<file path="config.mk">
export PLATFORM = sky130hd
export DESIGN_NAME = path_selector
export DESIGN_NICKNAME = d
export VERILOG_FILES = /design/src/rtl/psel_pkg.sv /design/src/rtl/psel_port_ctr.sv /design/src/rtl/psel_choose.sv /design/src/rtl/path_selector.sv
export SDC_FILE = /design/constraint.sdc
export NUM_CORES = 1
export LEC_CHECK = 0
export BUFFER_PORTS_ARGS = -buffer_cell sky130_fd_sc_hd__buf_2
export CAP_MARGIN = 10
export CORE_UTILIZATION = 57
export CTS_BUF_LIST = sky130_fd_sc_hd__clkbuf_16
export DETAILED_ROUTE_END_ITERATION = 10
export GPL_TIMING_DRIVEN = 0
export PLACE_DENSITY = 0.85
export SYNTH_ARGS = -nofsm -noshare
export SYNTH_HDL_FRONTEND = slang
export SYNTH_SLANG_ARGS = --single-unit
</file>
<file path="constraint.sdc">
create_clock -name clk -period 5.1 [get_ports clk]
set_clock_uncertainty 0.2 [all_clocks]
set_input_delay 0.51 -clock clk [delete_from_list [all_inputs] [get_ports clk]]
set_output_delay 0.51 -clock clk [all_outputs]
set_load 0.005 [all_outputs]
</file>
<file path="src/rtl/psel_pkg.sv">
package psel_pkg;
    localparam int NPORT = 5;
    localparam int PW    = 3;

    typedef enum logic [1:0] {
        POL_STATIC = 2'd0,
        POL_LFU    = 2'd1,
        POL_LRU    = 2'd2,
        POL_CREDIT = 2'd3
    } pol_e;

    typedef logic [PW-1:0] port_t;
endpackage

</file>
<file path="src/rtl/psel_port_ctr.sv">
module psel_port_ctr #(
    parameter int UW        = 8,
    parameter int AW        = 8,
    parameter int CW        = 5,
    parameter int CRED_INIT = 20
) (
    input  logic          clk,
    input  logic          rst_n,
    input  logic          used_i,
    input  logic          sent_i,
    input  logic          ret_i,
    output logic [UW-1:0] use_o,
    output logic [AW-1:0] age_o,
    output logic [CW-1:0] cred_o
);
    localparam logic [UW-1:0] USE_MAX  = '1;
    localparam logic [AW-1:0] AGE_MAX  = '1;
    localparam logic [CW-1:0] CRED_MAX = '1;
    localparam logic [CW-1:0] CRED_RST = CW'(CRED_INIT);

    typedef struct packed {
        logic [UW-1:0] use_cnt;
        logic [AW-1:0] age;
        logic [CW-1:0] cred;
    } ctr_t;

    ctr_t st_d, st_q;

    always_comb begin
        st_d = st_q;
        if (used_i && st_q.use_cnt != USE_MAX)
            st_d.use_cnt = st_q.use_cnt + UW'(1);
        if (used_i)
            st_d.age = '0;
        else if (st_q.age != AGE_MAX)
            st_d.age = st_q.age + AW'(1);
        if (sent_i && !ret_i && st_q.cred != '0)
            st_d.cred = st_q.cred - CW'(1);
        else if (ret_i && !sent_i && st_q.cred != CRED_MAX)
            st_d.cred = st_q.cred + CW'(1);
    end

    always_ff @(posedge clk) begin
        if (!rst_n) begin
            st_q.use_cnt <= '0;
            st_q.age     <= '0;
            st_q.cred    <= CRED_RST;
        end else begin
            st_q <= st_d;
        end
    end

    assign use_o  = st_q.use_cnt;
    assign age_o  = st_q.age;
    assign cred_o = st_q.cred;

    // a full use count stays full
    a_r5_use_no_wrap: assert property (@(posedge clk) disable iff (!rst_n)
        (use_o == USE_MAX) |=> (use_o == USE_MAX));

    // a granted port restarts its idle age
    a_r6_age_clear: assert property (@(posedge clk) disable iff (!rst_n)
        used_i |=> (age_o == '0));

    // a full age either holds or clears, never wraps
    a_r7_age_no_wrap: assert property (@(posedge clk) disable iff (!rst_n)
        (age_o == AGE_MAX && !used_i) |=> (age_o == AGE_MAX));

    // a lone send takes exactly one credit
    a_r8_cred_dec: assert property (@(posedge clk) disable iff (!rst_n)
        (sent_i && !ret_i && cred_o != '0) |=> (cred_o == $past(cred_o) - CW'(1)));

    // send and return together cancel
    a_r10_cred_hold: assert property (@(posedge clk) disable iff (!rst_n)
        (sent_i && ret_i) |=> $stable(cred_o));
endmodule

</file>
<file path="src/rtl/psel_choose.sv">
module psel_choose
    import psel_pkg::*;
#(
    parameter int UW = 8,
    parameter int AW = 8,
    parameter int CW = 5
) (
    input  logic                      clk,
    input  logic                      rst_n,
    input  logic [1:0]                policy_i,
    input  logic                      x_vld_i,
    input  port_t                     x_port_i,
    input  logic                      y_vld_i,
    input  port_t                     y_port_i,
    input  logic [NPORT-1:0][UW-1:0]  use_i,
    input  logic [NPORT-1:0][AW-1:0]  age_i,
    input  logic [NPORT-1:0][CW-1:0]  cred_i,
    output logic                      sel_vld_o,
    output port_t                     sel_port_o
);
    pol_e          pol;
    logic          x_in, y_in, x_ok, y_ok, take_y;
    logic [UW-1:0] xu, yu;
    logic [AW-1:0] xa, ya;
    logic [CW-1:0] xc, yc;

    assign pol  = pol_e'(policy_i);
    assign x_in = x_vld_i && (x_port_i < port_t'(NPORT));
    assign y_in = y_vld_i && (y_port_i < port_t'(NPORT));

    always_comb begin
        xu = '0; xa = '0; xc = '0;
        yu = '0; ya = '0; yc = '0;
        for (int p = 0; p < NPORT; p++) begin
            if (x_port_i == port_t'(p)) begin
                xu = use_i[p]; xa = age_i[p]; xc = cred_i[p];
            end
            if (y_port_i == port_t'(p)) begin
                yu = use_i[p]; ya = age_i[p]; yc = cred_i[p];
            end
        end
    end

    always_comb begin
        x_ok = x_in && (pol != POL_CREDIT || xc != '0);
        y_ok = y_in && (pol != POL_CREDIT || yc != '0);
        unique case (pol)
            POL_STATIC: take_y = 1'b0;
            POL_LFU:    take_y = (yu < xu);
            POL_LRU:    take_y = (ya > xa);
            POL_CREDIT: take_y = (yc > xc);
            default:    take_y = 1'b0;
        endcase
        sel_vld_o  = x_ok || y_ok;
        sel_port_o = '0;
        if (x_ok && y_ok)
            sel_port_o = take_y ? y_port_i : x_port_i;
        else if (x_ok)
            sel_port_o = x_port_i;
        else if (y_ok)
            sel_port_o = y_port_i;
    end

    logic [CW-1:0] chk_cred;
    always_comb begin
        chk_cred = '0;
        for (int p = 0; p < NPORT; p++)
            if (sel_port_o == port_t'(p)) chk_cred = cred_i[p];
    end

    // fixed policy keeps the X move
    a_r2_static_x: assert property (@(posedge clk) disable iff (!rst_n)
        (policy_i == 2'd0 && x_vld_i && x_port_i < port_t'(NPORT))
            |-> (sel_vld_o && sel_port_o == x_port_i));

    // nothing offered, nothing chosen
    a_r3_none_idle: assert property (@(posedge clk) disable iff (!rst_n)
        (!x_vld_i && !y_vld_i) |-> !sel_vld_o);

    // credit policy never lands on an empty port
    a_r9_no_empty_port: assert property (@(posedge clk) disable iff (!rst_n)
        (policy_i == 2'd3 && sel_vld_o) |-> (chk_cred != '0));

    // result is always a real port and one of the offers
    a_r11_legal_port: assert property (@(posedge clk) disable iff (!rst_n)
        sel_vld_o |-> (sel_port_o < port_t'(NPORT)
                       && ((x_vld_i && sel_port_o == x_port_i)
                           || (y_vld_i && sel_port_o == y_port_i))));
endmodule

</file>
<file path="src/rtl/path_selector.sv">
module path_selector
    import psel_pkg::*;
#(
    parameter int UW        = 8,
    parameter int AW        = 8,
    parameter int CW        = 5,
    parameter int CRED_INIT = 20
) (
    input  logic             clk,
    input  logic             rst_n,
    input  logic [1:0]       policy_i,
    input  logic             x_vld_i,
    input  logic [PW-1:0]    x_port_i,
    input  logic             y_vld_i,
    input  logic [PW-1:0]    y_port_i,
    input  logic [NPORT-1:0] used_i,
    input  logic [NPORT-1:0] sent_i,
    input  logic [NPORT-1:0] cred_ret_i,
    output logic             sel_vld_o,
    output logic [PW-1:0]    sel_port_o
);
    logic [NPORT-1:0][UW-1:0] use_cnt;
    logic [NPORT-1:0][AW-1:0] age_cnt;
    logic [NPORT-1:0][CW-1:0] cred_cnt;

    for (genvar p = 0; p < NPORT; p++) begin : g_port
        psel_port_ctr #(
            .UW(UW), .AW(AW), .CW(CW), .CRED_INIT(CRED_INIT)
        ) u_ctr (
            .clk    (clk),
            .rst_n  (rst_n),
            .used_i (used_i[p]),
            .sent_i (sent_i[p]),
            .ret_i  (cred_ret_i[p]),
            .use_o  (use_cnt[p]),
            .age_o  (age_cnt[p]),
            .cred_o (cred_cnt[p])
        );
    end

    psel_choose #(.UW(UW), .AW(AW), .CW(CW)) u_choose (
        .clk        (clk),
        .rst_n      (rst_n),
        .policy_i   (policy_i),
        .x_vld_i    (x_vld_i),
        .x_port_i   (x_port_i),
        .y_vld_i    (y_vld_i),
        .y_port_i   (y_port_i),
        .use_i      (use_cnt),
        .age_i      (age_cnt),
        .cred_i     (cred_cnt),
        .sel_vld_o  (sel_vld_o),
        .sel_port_o (sel_port_o)
    );
endmodule

</file>
======== After elaboration in Yosys (flattened, before gate mapping) ========
Cells that the tools add are included.
W data, S select, Z words.
storage, ports and cells
  register bits after elaboration ......... 105
  output and inout port bits .............. 4
operators by class
  add/subtract/negate cells ............... 20
  $lt $le $gt $ge ......................... 5
  equality and inequality tests ........... 27
  muxes and demuxes ....................... 45
  bitwise operators ....................... 1
  reductions and logical operators ........ 63
operators with widths
  kind                   number
  $mux W8                20
  $mux W5                20
  $add A8 B1 Y8 const B  10
  $ne A8 B8 Y1 const B   10
  $reduce_bool A5 Y1     7
  $logic_and A1 B1 Y1    30
  $add A5 B1 Y5 const B  5
  $ne A5 B5 Y1 const B   5
  $sub A5 B1 Y5 const B  5
  $eq A3 B2 Y1 const B   4
  $mux W3                4
  $logic_not A1 Y1       10
  $reduce_bool A2 Y1     5
  $reduce_or A2 Y1       5
  $gt A8 B8 Y1           1
  $lt A8 B8 Y1           1
  $eq A3 B1 Y1 const B   2
  $eq A3 B3 Y1 const B   2
  $logic_not A3 Y1       2
  $lt A3 B3 Y1 const B   2
  $gt A5 B5 Y1           1
  $eq A2 B2 Y1 const B   2
  $pmux W1 S4            1
  $logic_or A1 B1 Y1     3
  other kinds (4)        4

======== Longest topological paths before layout ========
  word-level depth ........................ 12
  mapped depth ............................ 15

======== Cells and area by module ========
From an unflattened synthesis, not the netlist that was laid out.
unflattened totals
  cells, all modules ...................... 866
  area, all modules ....................... 7757.4 sq um
by module, submodules not included
  module                               instances  cells each  area an instance (sq um)  sequential area each (sq um)
  psel_port_ctr (g_port[0].u_ctr ...)  4          129         1112.3                    420.4
  psel_choose                          1          221         2198.4                    0.0
  psel_port_ctr (g_port[4].u_ctr)      1          129         1109.8                    420.4

======== Worst setup path before layout ========
No wires, ideal clock.
  path kind ............................... in2out
  start ................................... in x_port_i[0]
  end ..................................... out sel_port_o[0]
  data arrival time ....................... 4180 ps
  required time ........................... 4390 ps
  path slack .............................. 210 ps
  stages .................................. 11
  path through ............................ buf_2 > buf_2 > buf_1 > mux4_2 > a22oi_1 > ha_1 > a211oi_1 > o21ai_0 > or4b_1 > a311o_1 > a2111oi_2
on the way
  cells in the longest elaborated chain, start to end .. 11
  elaborated cells between the ends (all ways) .. 33
  classes of those cells .................. 4 x order compare; 4 x eq/ne; 19 x mux; 6 x reduce/logical
ends and longest elaborated chain
  element                                                                line                 source
  start: declaration                                                     path_selector.sv:13  input logic [PW-1:0] x_port_i,
  parallel branches: the longest is 10 deep, another holds $gt A8 B8 Y1  -
  $mux W3 *                                                              psel_choose.sv:56    if (x_ok && y_ok)
  end: declaration                                                       path_selector.sv:20  output logic [PW-1:0] sel_port_o
Every way passes the cells marked *.

======== Worst setup path after layout ========
  start ................................... in y_port_i[0]
  end ..................................... out sel_port_o[1]
on the way
  cells in the longest elaborated chain, start to end .. 12
  elaborated cells between the ends (all ways) .. 34
  classes of those cells .................. 4 x order compare; 4 x eq/ne; 20 x mux; 6 x reduce/logical
ends and longest elaborated chain
  element                                                                line                 source
  start: declaration                                                     path_selector.sv:15  input logic [PW-1:0] y_port_i,
  parallel branches: the longest is 11 deep, another holds $gt A8 B8 Y1  -
  $mux W3 *                                                              psel_choose.sv:56
Marks and branches as above.

==> flow_summary.yaml <==
clocking:
  cts_tree: "yes"
  clock-root-buffer: "clkbuf_16"
  clockBufferDepth: 2
  path_clk_slew_ns: 0.07
  cts-htree-levels: 3
  cts_hold_buf: 0
  cts_buffers: 9
  cts_setup_buffers: 0
  clock-sinks: 105
  clk_latency_ns: 0.35
detailed_routing:
  vias_per_cell: 6.239
  drt-initial-drc-count: 612
  drt_wl_total_mm: 18.08
  vias: 6489
  drt-pass1-iter-count: 5
  wl_per_cell_um: 17.39
  ant_nets: 0
  drc: 0
place:
  post-dp-hpwl_mm: 13.70
  gp_congestion: 0.9557
  io_buffers: 27
  post_dp_cell_area_um2: 7789
synthesis:
  yosysSeqAreaShare_pct: 28.29
  synth-seq-cells: 105
  synth_ff_type: "dfxtp_1"
  synth_area_leaders: "dfxtp_1, mux4_2, ha_1"
  synthesis.area_um2: 7431
  synth-edff-count: 0
  synth_cell_types: 60
  netlist.area_leader.share_pct: 28.29
  postSynthAreaPerCell_um2: 8.953
  async_flop_share_pct: 0
  synth_warnings: 0
  netlist.top_cell.by_area: "dfxtp_1"
  syn_nets: 907
  syn_inst: 830
pwr:
  total_leakage_power_nw: 3.358
  power.density_nw_per_um2: 243.0
  vdd.ir_drop.worst_mv: 0.1923
worst_setup_path:
  path_class: "input pin to output pin"
  rr_startpoint: "g_port[1].u_ctr.cred_o[0]$_SDFFE_PN0P_"
  worstPathArrival_ns: 4.21
  r2r_slack_ns: 2.09
  cp_data_required_time_ns: 4.39
  reg2reg_depth: 9
  r2r-end: "g_port[1].u_ctr.cred_o[4]$_SDFFE_PN1P_"
  crit_fanout: 19
  end_kind: "output pin"
  worstSetupStartpointType: "input pin"
global_routing:
  grt_pass1_vias: 6278
  grt_pass1_wl_mm: 30.07
  grt_max_degree: 20
  overflow: 0
  grt_antenna_before_repair: 0
  grt.total_usage_pct: 28.87
sta:
  worstMarginPinSlew_ns: 1.016
  post-route-period-util_pct: 96.43
  slew_viol_final: 0
  max_slew_margin_pct: 31.35
  fmax_mhz: 203.3
  finalHoldViolCount: 0
  setup_viol: 0
  final.min_clock_period_ns: 4.918
  rsz0062_at_grt: "no"
  hold_slack_ns: 0.3351
cells_and_area:
  fin_area_um2: 8085
  drive_gt1_share_pct: 10.94
  fin_nets: 940
  syn2layout_area_growth_pct: 8.806
  n_antenna_cell: 0
  fill_cells: 1076
worst_hold_path:
  hold_depth: 2
  hp-start: "g_port[4].u_ctr.use_o[1]$_SDFFE_PN0P_"
  min_to: "g_port[4].u_ctr.use_o[1]$_SDFFE_PN0P_"
  min_path_type: "flop to flop"
die:
  boundaryPins: 31
  core_um2: 12670
  die-area_um2: 13500
  die_y_um: 116.2
  start_util_pct: 58.65
  num_rows: 41
  die_w_um: 116.2
run_status:
  status: "complete, no violations"
job:
  maxCapViolations: 0
state kept, by name, summed over array words and instances (netlist names):
register             cells
g_port.u_ctr.age_o      40
g_port.u_ctr.cred_o     25
g_port.u_ctr.use_o      40
cell type report:
cell class	count	area (um^2)	share of cell area (%)
clock inverters	7	38.79	0.4797
inverters	34	127.6	1.578
flip-flops and latches	105	2102	26.00
multi-input cells	657	5087	62.92
plain buffers	28	143.9	1.780
clock buffers	9	225.2	2.786
well taps	172	215.2	2.662
repair buffers	28	145.1	1.795
what timing repair did:
item / in CTS / in global routing
gates cloned: 0 / 0
resized for setup: 17 / 7
pin swaps: 0 / 0
endpoints found under the setup margin: 3 / 2
where the power goes:
group	total, mW	switching (mW)	leakage [nW]	internal [mW]
Sequential	0.925	0.0666	0.855	0.859
Clock	0.639	0.312	0.138	0.327
Combinational	0.400	0.212	2.37	0.189
worst max path at each step:
stage	slack [ns]	depth (start not counted)	from	to
6_report	0.18	12	y_port_i[0]	sel_port_o[1]
5_1_grt	0.03	12	y_port_i[1]	sel_port_o[1]
4_1_cts	0.002	12	x_port_i[2]	sel_port_o[1]
3_5_place_dp	-0.89	16	y_port_i[0]	sel_port_o[1]
3_3_place_gp	-0.88	16	y_port_i[0]	sel_port_o[1]
2_1_floorplan	0.21	11	x_port_i[0]	sel_port_o[0]
metal layers:
| layer | vias up | wire length, um | track usage [%] | share of wire, % |
|---|---|---|---|---|
| li1 | 3113 | - | - | - |
| met3 | 38 | 1399 | 6.591 | 7.7 |
| met2 | 272 | 8400 | 47.66 | 46 |
| met5 | - | 0 | 0 | 0 |
| met4 | 0 | 415 | 10.43 | 2.3 |
| met1 | 3066 | 7867 | 37.05 | 44 |
logic make-up (layout without fill, tap and decap cells):
logic type      after synthesis  count (layout)  synth area share (%)
simple gates                310             310                 21.70
compound gates              149             149                 14.25
flops                       105             105                 28.29
mux                          77              77                 14.92
xor+xnor                     71              71                 8.368
buf+inv                      68             106                 3.553
fa+ha+maj                    50              50                 8.924
stage by stage:
| stage | util [%] | TNS, ns | power [mW] | instances | setup slack [ns] |
|---|---|---|---|---|---|
| floorplan | - | 0 | 1.225 | 830 | 0.2096 |
| global placement | 61.41 | -2.276 | 1.320 | 1029 | -0.8843 |
| detailed placement | 61.47 | -2.277 | 1.334 | 1030 | -0.8862 |
| CTS | 63.82 | 0 | 1.971 | 1044 | 0.001790 |
| global route | 63.81 | 0 | 2.063 | 1040 | 0.02805 |
| finish | 63.81 | 0 | 1.965 | 1040 | 0.1820 |
cell usage in the layout (no fill, tap or decap), types with 5 or more instances in the layout:
cell type | netlist | routed
a211oi_1 | 7 | 7
a21o_1 | 14 | 14
a21oi_1 | 25 | 25
a22o_1 | 11 | 11
a22oi_1 | 16 | 16
a31oi_1 | 5 | 5
and2_1 | 40 | 40
and3_1 | 16 | 16
buf_2 | 7 | 28
clkbuf_1 | 25 | 18
clkbuf_16 | 0 | 9
dfxtp_1 | 105 | 105
fa_1 | 5 | 5
ha_1 | 45 | 45
inv_1 | 33 | 35
mux2i_1 | 50 | 50
mux4_2 | 27 | 27
nand2_1 | 60 | 60
nand2b_1 | 5 | 5
nand3_1 | 35 | 35
nand3b_1 | 5 | 5
nand4_1 | 30 | 30
nor2_1 | 63 | 62
nor2b_1 | 18 | 18
nor3_1 | 13 | 13
o211a_1 | 5 | 5
o21a_1 | 5 | 5
o21ai_0 | 21 | 21
o22ai_1 | 11 | 11
xnor2_1 | 48 | 48
xor2_1 | 23 | 23
synth_stat cells (7+ instances only):
master / instances
xor2_1: 23
ha_1: 45
nor2b_1: 18
a21o_1: 14
o21ai_0: 21
mux4_2: 27
and3_1: 16
mux2i_1: 50
clkbuf_1: 25
inv_1: 33
nand4_1: 30
nor2_1: 63
o22ai_1: 11
nand3_1: 35
dfxtp_1: 105
a22oi_1: 16
buf_2: 7
a21oi_1: 25
nand2_1: 60
nor3_1: 13
xnor2_1: 48
a211oi_1: 7
a22o_1: 11
and2_1: 40
critical path, stage by stage:
cell and delay [ns]:
buf_4 0.20, buf_6 0.28, mux4_2 0.55, a22o_1 0.25, ha_1 0.31, a21oi_1 0.15
o22ai_1 0.09, a211o_1 0.28, or4b_4 0.53, a311o_1 0.41, a2111oi_2 0.45, buf_2 0.19
No activity file was read; power rests on OpenSTA's default activity.
